==> src/rtl/exc_entry_pkg.sv <==
package exc_entry_pkg;

  typedef enum logic [3:0] {
    K_INTR      = 4'd0,
    K_TLB_MOD   = 4'd1,
    K_TLB_REFIL = 4'd2,
    K_TLB_INVAL = 4'd3,
    K_ADDR_ERR  = 4'd4,
    K_IBUS_ERR  = 4'd5,
    K_DBUS_ERR  = 4'd6,
    K_SYSCALL   = 4'd7,
    K_BREAK     = 4'd8,
    K_RSVD_INSN = 4'd9,
    K_COP_UNUSE = 4'd10,
    K_OVERFLOW  = 4'd11,
    K_TRAP      = 4'd12,
    K_WATCH     = 4'd13,
    K_MCHECK    = 4'd14,
    K_THREAD    = 4'd15
  } fault_kind_e;

  localparam int CODE_W = 5;

  // classification produced by the code map, consumed by the top
  typedef struct packed {
    logic [CODE_W-1:0] code;
    logic              is_xlat;  // translation-class fault
    logic              is_addr;  // captures the bad address
    logic              is_cop;   // writes the coprocessor field
  } fault_class_t;

endpackage

==> src/rtl/exc_code_map.sv <==
module exc_code_map
  import exc_entry_pkg::*;
(
  input  fault_kind_e  kind,
  input  logic         store,
  output fault_class_t cls
);

  always_comb begin
    cls = '0;
    unique case (kind)
      K_INTR:      cls.code = 5'd0;
      K_TLB_MOD:   begin cls.code = 5'd1; cls.is_xlat = 1'b1; cls.is_addr = 1'b1; end
      K_TLB_REFIL,
      K_TLB_INVAL: begin
        cls.code    = store ? 5'd3 : 5'd2;
        cls.is_xlat = 1'b1;
        cls.is_addr = 1'b1;
      end
      K_ADDR_ERR:  begin cls.code = store ? 5'd5 : 5'd4; cls.is_addr = 1'b1; end
      K_IBUS_ERR:  cls.code = 5'd6;
      K_DBUS_ERR:  cls.code = 5'd7;
      K_SYSCALL:   cls.code = 5'd8;
      K_BREAK:     cls.code = 5'd9;
      K_RSVD_INSN: cls.code = 5'd10;
      K_COP_UNUSE: begin cls.code = 5'd11; cls.is_cop = 1'b1; end
      K_OVERFLOW:  cls.code = 5'd12;
      K_TRAP:      cls.code = 5'd13;
      K_WATCH:     cls.code = 5'd23;
      K_MCHECK:    cls.code = 5'd24;
      K_THREAD:    cls.code = 5'd25;
      default:     cls = '0;
    endcase
  end

  // a translation fault is always an address-capturing fault
  always_comb begin
    if (cls.is_xlat) a_r7_xlat_is_addr: assert (cls.is_addr);
  end

endmodule

==> src/rtl/exc_vec_calc.sv <==
module exc_vec_calc
  import exc_entry_pkg::*;
#(
  parameter int          AW         = 32,
  parameter logic [31:0] BOOT_VEC   = 32'hBFC0_0200,
  parameter int          OFF_GEN    = 'h180,
  parameter int          OFF_SPREAD = 'h200,
  parameter int          OFF_REFILL = 'h000
) (
  input  fault_kind_e   kind,
  input  logic          boot,
  input  logic          exl,
  input  logic          spread,
  input  logic [AW-1:0] base,
  output logic [AW-1:0] pc
);

  localparam logic [AW-1:0] BOOT_A = AW'(BOOT_VEC);
  localparam logic [AW-1:0] GEN_A  = AW'(OFF_GEN);
  localparam logic [AW-1:0] SPR_A  = AW'(OFF_SPREAD);
  localparam logic [AW-1:0] REF_A  = AW'(OFF_REFILL);

  logic [AW-1:0] sel_base, sel_off;

  always_comb begin
    sel_base = boot ? BOOT_A : base;
    unique case (kind)
      K_INTR:      sel_off = spread ? SPR_A : GEN_A;
      K_TLB_REFIL: sel_off = exl ? GEN_A : REF_A;
      default:     sel_off = GEN_A;
    endcase
    pc = sel_base + sel_off;
  end

endmodule

==> src/rtl/exc_xlat_regs.sv <==
module exc_xlat_regs #(
  parameter int AW     = 32,
  parameter int ASID_W = 8,
  parameter int VPN_W  = 21
) (
  input  logic              clk,
  input  logic              rst_n,
  input  logic              upd_addr,
  input  logic              upd_xlat,
  input  logic [AW-1:0]     vaddr,
  input  logic [ASID_W-1:0] asid,
  input  logic [VPN_W-1:0]  vpn,
  output logic [AW-1:0]     bad_vaddr,
  output logic [ASID_W-1:0] tr_asid,
  output logic [VPN_W-3:0]  tr_vpn2,
  output logic [1:0]        tr_vpn2x,
  output logic [VPN_W-3:0]  ctx_badvpn2
);

  localparam int VPN2_W = VPN_W - 2;

  logic [VPN2_W-1:0] vpn_pair;
  assign vpn_pair = vpn[VPN_W-1:2];

  always_ff @(posedge clk) begin
    if (!rst_n) begin
      bad_vaddr   <= '0;
      tr_asid     <= '0;
      tr_vpn2     <= '0;
      tr_vpn2x    <= '0;
      ctx_badvpn2 <= '0;
    end else begin
      if (upd_addr) bad_vaddr <= vaddr;
      if (upd_xlat) begin
        tr_asid     <= asid;
        tr_vpn2     <= vpn_pair;
        tr_vpn2x    <= vpn[1:0];
        ctx_badvpn2 <= vpn_pair;
      end
    end
  end

  // both copies of the page-pair number agree after a translation fault
  a_r9_pair_agree: assert property (@(posedge clk) disable iff (!rst_n)
    upd_xlat |=> (tr_vpn2 == ctx_badvpn2) && (tr_vpn2x == $past(vpn[1:0])));

  // bad address holds when no address-class fault arrives
  a_r8_bad_hold: assert property (@(posedge clk) disable iff (!rst_n)
    !upd_addr |=> $stable(bad_vaddr));

endmodule

==> src/rtl/exc_entry_ctrl.sv <==
module exc_entry_ctrl
  import exc_entry_pkg::*;
#(
  parameter int          AW       = 32,
  parameter int          ASID_W   = 8,
  parameter int          VPN_W    = 21,
  parameter int          COP_W    = 2,
  parameter logic [31:0] BOOT_VEC = 32'hBFC0_0200
) (
  input  logic              clk,
  input  logic              rst_n,
  input  logic              req_valid,
  output logic              req_ready,
  input  logic [3:0]        req_kind,
  input  logic              req_store,
  input  logic [AW-1:0]     req_pc,
  input  logic [AW-1:0]     req_vaddr,
  input  logic [ASID_W-1:0] req_asid,
  input  logic [VPN_W-1:0]  req_vpn,
  input  logic [COP_W-1:0]  req_cop,
  input  logic              ctl_wr,
  input  logic              ctl_boot,
  input  logic              ctl_exl,
  input  logic              ctl_spread,
  input  logic [AW-1:0]     ctl_base,
  output logic              redirect_valid,
  output logic [AW-1:0]     redirect_pc,
  output logic              stat_boot,
  output logic              stat_exl,
  output logic              cause_spread,
  output logic [AW-1:0]     vec_base,
  output logic [CODE_W-1:0] cause_code,
  output logic [COP_W-1:0]  cause_ce,
  output logic [AW-1:0]     epc,
  output logic [AW-1:0]     bad_vaddr,
  output logic [ASID_W-1:0] tr_asid,
  output logic [VPN_W-3:0]  tr_vpn2,
  output logic [1:0]        tr_vpn2x,
  output logic [VPN_W-3:0]  ctx_badvpn2
);

  fault_kind_e   kind;
  fault_class_t  cls;
  logic [AW-1:0] vec_pc;
  logic          accept;

  assign kind      = fault_kind_e'(req_kind);
  assign req_ready = !redirect_valid && !ctl_wr;
  assign accept    = req_valid && req_ready;

  exc_code_map u_map (
    .kind  (kind),
    .store (req_store),
    .cls   (cls)
  );

  exc_vec_calc #(
    .AW       (AW),
    .BOOT_VEC (BOOT_VEC)
  ) u_vec (
    .kind   (kind),
    .boot   (stat_boot),
    .exl    (stat_exl),
    .spread (cause_spread),
    .base   (vec_base),
    .pc     (vec_pc)
  );

  exc_xlat_regs #(
    .AW     (AW),
    .ASID_W (ASID_W),
    .VPN_W  (VPN_W)
  ) u_xlat (
    .clk         (clk),
    .rst_n       (rst_n),
    .upd_addr    (accept && cls.is_addr),
    .upd_xlat    (accept && cls.is_xlat),
    .vaddr       (req_vaddr),
    .asid        (req_asid),
    .vpn         (req_vpn),
    .bad_vaddr   (bad_vaddr),
    .tr_asid     (tr_asid),
    .tr_vpn2     (tr_vpn2),
    .tr_vpn2x    (tr_vpn2x),
    .ctx_badvpn2 (ctx_badvpn2)
  );

  always_ff @(posedge clk) begin
    if (!rst_n) begin
      redirect_valid <= 1'b0;
      redirect_pc    <= '0;
      stat_boot      <= 1'b1;
      stat_exl       <= 1'b0;
      cause_spread   <= 1'b0;
      vec_base       <= '0;
      cause_code     <= '0;
      cause_ce       <= '0;
      epc            <= '0;
    end else begin
      redirect_valid <= accept;
      if (ctl_wr) begin
        stat_boot    <= ctl_boot;
        stat_exl     <= ctl_exl;
        cause_spread <= ctl_spread;
        vec_base     <= ctl_base;
      end
      if (accept) begin
        redirect_pc <= vec_pc;
        cause_code  <= cls.code;
        if (cls.is_cop) cause_ce <= req_cop;
        if (!stat_exl) begin
          epc      <= req_pc;
          stat_exl <= 1'b1;
        end
      end
    end
  end

  // redirect is a single-cycle pulse
  a_r2_pulse: assert property (@(posedge clk) disable iff (!rst_n)
    redirect_valid |=> !redirect_valid);

  // a taken request produces a redirect and holds off the next one
  a_r2_hold_off: assert property (@(posedge clk) disable iff (!rst_n)
    (req_valid && req_ready) |=> (redirect_valid && !req_ready));

  // the handler always runs with the in-handler bit set
  a_r11_exl_set: assert property (@(posedge clk) disable iff (!rst_n)
    redirect_valid |-> stat_exl);

  // nested fault keeps the saved PC
  a_r11_epc_keep: assert property (@(posedge clk) disable iff (!rst_n)
    (req_valid && req_ready && stat_exl) |=> $stable(epc));

  // coprocessor field moves only on a coprocessor-unusable fault
  a_r10_ce_hold: assert property (@(posedge clk) disable iff (!rst_n)
    !(req_valid && req_ready && req_kind == 4'd10) |=> $stable(cause_ce));

  // modified-page fault always reports code 1
  a_r7_mod_code: assert property (@(posedge clk) disable iff (!rst_n)
    (req_valid && req_ready && req_kind == 4'd1) |=> cause_code == 5'd1);

endmodule

==> config.mk <==
export PLATFORM = sky130hd
export DESIGN_NAME = exc_entry_ctrl
export DESIGN_NICKNAME = d
export VERILOG_FILES = /design/src/rtl/exc_entry_pkg.sv /design/src/rtl/exc_code_map.sv /design/src/rtl/exc_vec_calc.sv /design/src/rtl/exc_xlat_regs.sv /design/src/rtl/exc_entry_ctrl.sv
export SDC_FILE = /design/constraint.sdc
export NUM_CORES = 1
export LEC_CHECK = 0
export BUFFER_PORTS_ARGS = -buffer_cell sky130_fd_sc_hd__buf_4
export CAP_MARGIN = 20
export CORE_MARGIN = 2
export CORE_UTILIZATION = 30
export CTS_CLUSTER_SIZE = 16
export DETAILED_ROUTE_END_ITERATION = 8
export MAX_ROUTING_LAYER = met4
export PLACE_DENSITY = 0.54
export SKIP_LAST_GASP = 1
export SLEW_MARGIN = 30
export SYNTH_ARGS = -nofsm -noshare
export SYNTH_HDL_FRONTEND = slang
export SYNTH_SLANG_ARGS = --single-unit
==> constraint.sdc <==
create_clock -name clk -period 3.17 [get_ports clk]
set_input_delay 0.634 -clock clk [delete_from_list [all_inputs] [get_ports clk]]
set_output_delay 0.634 -clock clk [all_outputs]
set_load 0.005 [all_outputs]
==> summary.md <==
| Metric | Value |
|---|---|
| Maximum vdd drop | `0.269 mV` |
| Die area | `0.0252 sq mm` |
| Synth Area per Inst | `8.98 sq um` |
| Clock buffer count from CTS | `17` |
| Post_cts resized | `0` |
| CTS tree | `yes` |
| Worst Hold Class | `input pin to register` |
| FF-to-FF Start | `stat_exl` |
| Status | `completed` |
| Synthesized area | `0.00718 sq mm` |
| DR vias/cell | `~4.5` |
| Pin count of the biggest net entering global routing | `67` |
| Initial detailed-routing violation count | `324` |
| DRC errors left | `0` |
| Setup TNS | `0 ns` |
| IO buf count | `roughly 330` |
| Crit-path cells | `buf_4 -> nor3_1 -> o211ai_1 -> ha_1 -> fa_1 -> a21oi_1 -> buf_4 -> nor4_4 -> nand4_1 -> xor2_1 -> a21oi_1` |
| CTS clock-pin slew for the worst setup and hold paths | `0.07 ns` |
| FMAX | `0.406 GHz` |
| ANT cells | `0` |
| Top FF cell, synth | `dfxtp_1` |
| Max transition margin | `0.567` |
| Synthesized instance count | `800` |
| Cell area power density | `474 mW/mm^2` |
| Yosys top cell area share | `0.468` |
| CP required | `3.47 ns` |
| Max incr delay on CP | `around 0.43 ns` |
| Worst-path fanout max | `12` |
| Total power | `0.00488 W` |
| Antenna violations before repair | `0` |
| Unrepaired setup endpoints after global routing | `no` |
| Total gr overflow | `0` |
| Post-synth EDFFs | `0` |
| Worst slew pin tran | `roughly 0.65 ns` |
| Post-route clock period utilization | `0.777` |
| RR Endpoint | `redirect_pc[25]` |
| Crit path max-delay family | `adder cells` |
| GRT Total Usage | `0.178` |
| Synthesis Warnings | `0` |
| Drt first pass iters | `5` |
| Routed via count | `6,325` |
| First-pass GRT wire length | `34,700 um` |
| Largest cells by area after synthesis | `dfxtp_1 (47%), nand2_1 (12%), a21boi_0 (6.1%)` |
| Total of max-cap violations | `0` |
| Hold Crit Depth | `3` |
| Final RePlAce weighted congestion | `about 0.78` |
| Async SR Flop Fraction | `0` |
| NumNets Final | `1,227` |
| Wire per inst | `roughly 16 um` |
| Post-synth top cells | `nand2_1 (221), dfxtp_1 (168), a21boi_0 (58), a21boi_1 (46), nor2b_1 (43)` |
| Clk buf depth | `2` |
| Count of cell types in the netlist | `53` |
| Clk Latency, worst-skew pair | `0.43 ns` |
| Slowest CP cell | `fa_1` |
| Clock sinks | `168` |
| R2r setup slk | `0.76 ns` |
| Most common cell in the netlist | `nand2_1` |
| Die height | `159 um` |
| # Post-CTS Setup Buffers | `0` |
| Critical Path AT | `2.76 ns` |
| Post-DP HPWL | `15,900 um` |
| Worst setup EP type | `register` |
| Initial Utilization | `0.306` |
| CP startpoint kind | `input pin` |
| Final WL | `22,400 um` |
| Fin util | `0.439` |
| Final hold vios | `0` |
| Syn nets | `943` |
| Final min period | `2.46 ns` |
| Chip width | `~160 um` |
| Post-CTS Hold Buffers | `0` |
| Finish-stage setup viols | `0` |
| Layout cells sized above 1 | `0.357` |
| Vias in the first global route | `6,006` |
| Hold Path Origin | `ctl_boot` |
| Clock root buffer | `clkbuf_16` |
| Worst Path Buf+Inv | `2` |
| Leakage power | `between 4 and 5 nW` |
| Core box area | `0.0235 sq mm` |
| Final Skew | `0.0135 ns` |
| WHS Endpoint | `stat_boot` |
| IO Pins | `327` |
| Num rows | `56` |
| Area Growth Syn to Fin | `43.4%` |
| Non-filler cells, final | `roughly 1,400` |
| Area leader, netlist | `dfxtp_1` |
| Critical path class | `input pin to register` |
| Reg2reg path depth | `10` |
| Placed Instances | `1,384` |
| Flops & latches, synth | `168` |
| H-tree depth | `4` |
| Slew Viols, Final | `0` |
| Seq/Total Area, Yosys | `0.468` |
| Antenna-violating nets left | `0` |
[tightest hold or removal path, delay by kind of cell]
kind                   cells  cell delay (ns)
buffers and inverters      1             0.08
muxes                      1             0.05
and+or+nand+nor            1             0.06
[registers in the layout, indices dropped and copies added, names as in the netlist, 2 cells and up]
| signal | cells |
|---|---|
| u_xlat.bad_vaddr | 32 |
| epc | 32 |
| u_xlat.tr_asid | 8 |
| u_xlat.tr_vpn2 | 19 |
| vec_base | 32 |
| u_xlat.tr_vpn2x | 2 |
| cause_ce | 2 |
| redirect_pc | 32 |
| cause_code | 5 |
[through the flow]
stage / cell area (sq um) / setup slack (ns) / hold slack, ns
6_report: 10300 / 0.708 / 0.426
5_1_grt: 10300 / 0.482 / 0.414
4_1_cts: 10300 / 0.699 / 0.403
3_5_place_dp: 9720 / 0.263 / 0.446
3_3_place_gp: 9720 / 0.258 / 0.443
2_1_floorplan: 7180 / 0.257 / 0.447
[power breakdown]
group	internal [W]	total, W	switching (W)
sequential	0.00219	0.00226	0.0000744
clock	0.00105	0.00205	0.00100
combinational	0.000321	0.000559	0.000238
[worst max path at each step]
stage           startpoint              end  depth (start not counted)
4_1_cts        req_kind[2]  redirect_pc[25]                         11
2_1_floorplan  req_kind[3]  redirect_pc[17]                         10
3_5_place_dp   req_kind[2]  redirect_pc[25]                         11
6_report       req_kind[2]  redirect_pc[25]                         11
5_1_grt           stat_exl  redirect_pc[21]                         10
3_3_place_gp   req_kind[2]  redirect_pc[25]                         11
[cells by family after synthesis]
kind of cell | count (synthesis) | synth area share
flip-flops | 168 | 0.468
multiplexers | 40 | 0.0575
XOR/XNOR | 23 | 0.0281
AND/OR/NAND/NOR | 336 | 0.225
adder cells (fa/ha/maj) | 4 | 0.00802
buffers and inverters | 77 | 0.0601
AO/OA/AOI/OAI | 152 | 0.152
[area by class of cell]
class | count | area (sq um)
Sequential cell | 168 | 3360
Clock buffer | 17 | 425
Tap cell | 319 | 399
Multi-Input combinational cell | 555 | 3400
Inverter | 1 | 3.75
Fill cell | 2428 | 13200
Clock inverter | 15 | 153
Timing Repair Buffer | 341 | 2560
[cell usage in the layout, fill, tap and decap left out, types with 4 or more instances in the layout]
| master | n |
|---|---|
| a21o_1 | 4 |
| o21ai_0 | 18 |
| nand3b_1 | 8 |
| a21boi_1 | 46 |
| nor2_1 | 13 |
| mux2i_1 | 39 |
| nor2b_1 | 43 |
| xnor2_1 | 14 |
| inv_8 | 5 |
| and3_1 | 4 |
| inv_6 | 4 |
| nand4_1 | 7 |
| nand3_1 | 10 |
| o211a_1 | 4 |
| nand2_1 | 221 |
| buf_4 | 341 |
| xor2_1 | 9 |
| dfxtp_1 | 168 |
| a21oi_1 | 8 |
| clkbuf_16 | 17 |
| nand2b_1 | 4 |
| a21boi_0 | 58 |
| a22o_1 | 6 |
[routing by layer]
metal / wire length (um) / track usage / vias to the layer above / share of wire
li1: - / - / 3209 / -
met4: 269 / 0.0467 / 0 / 0.012
met5: 0 / - / - / 0
met2: 9940 / 0.269 / 221 / 0.44
met1: 10700 / 0.236 / 2883 / 0.48
met3: 1420 / 0.0483 / 12 / 0.064
No activity file was read; power rests on OpenSTA's default activity.
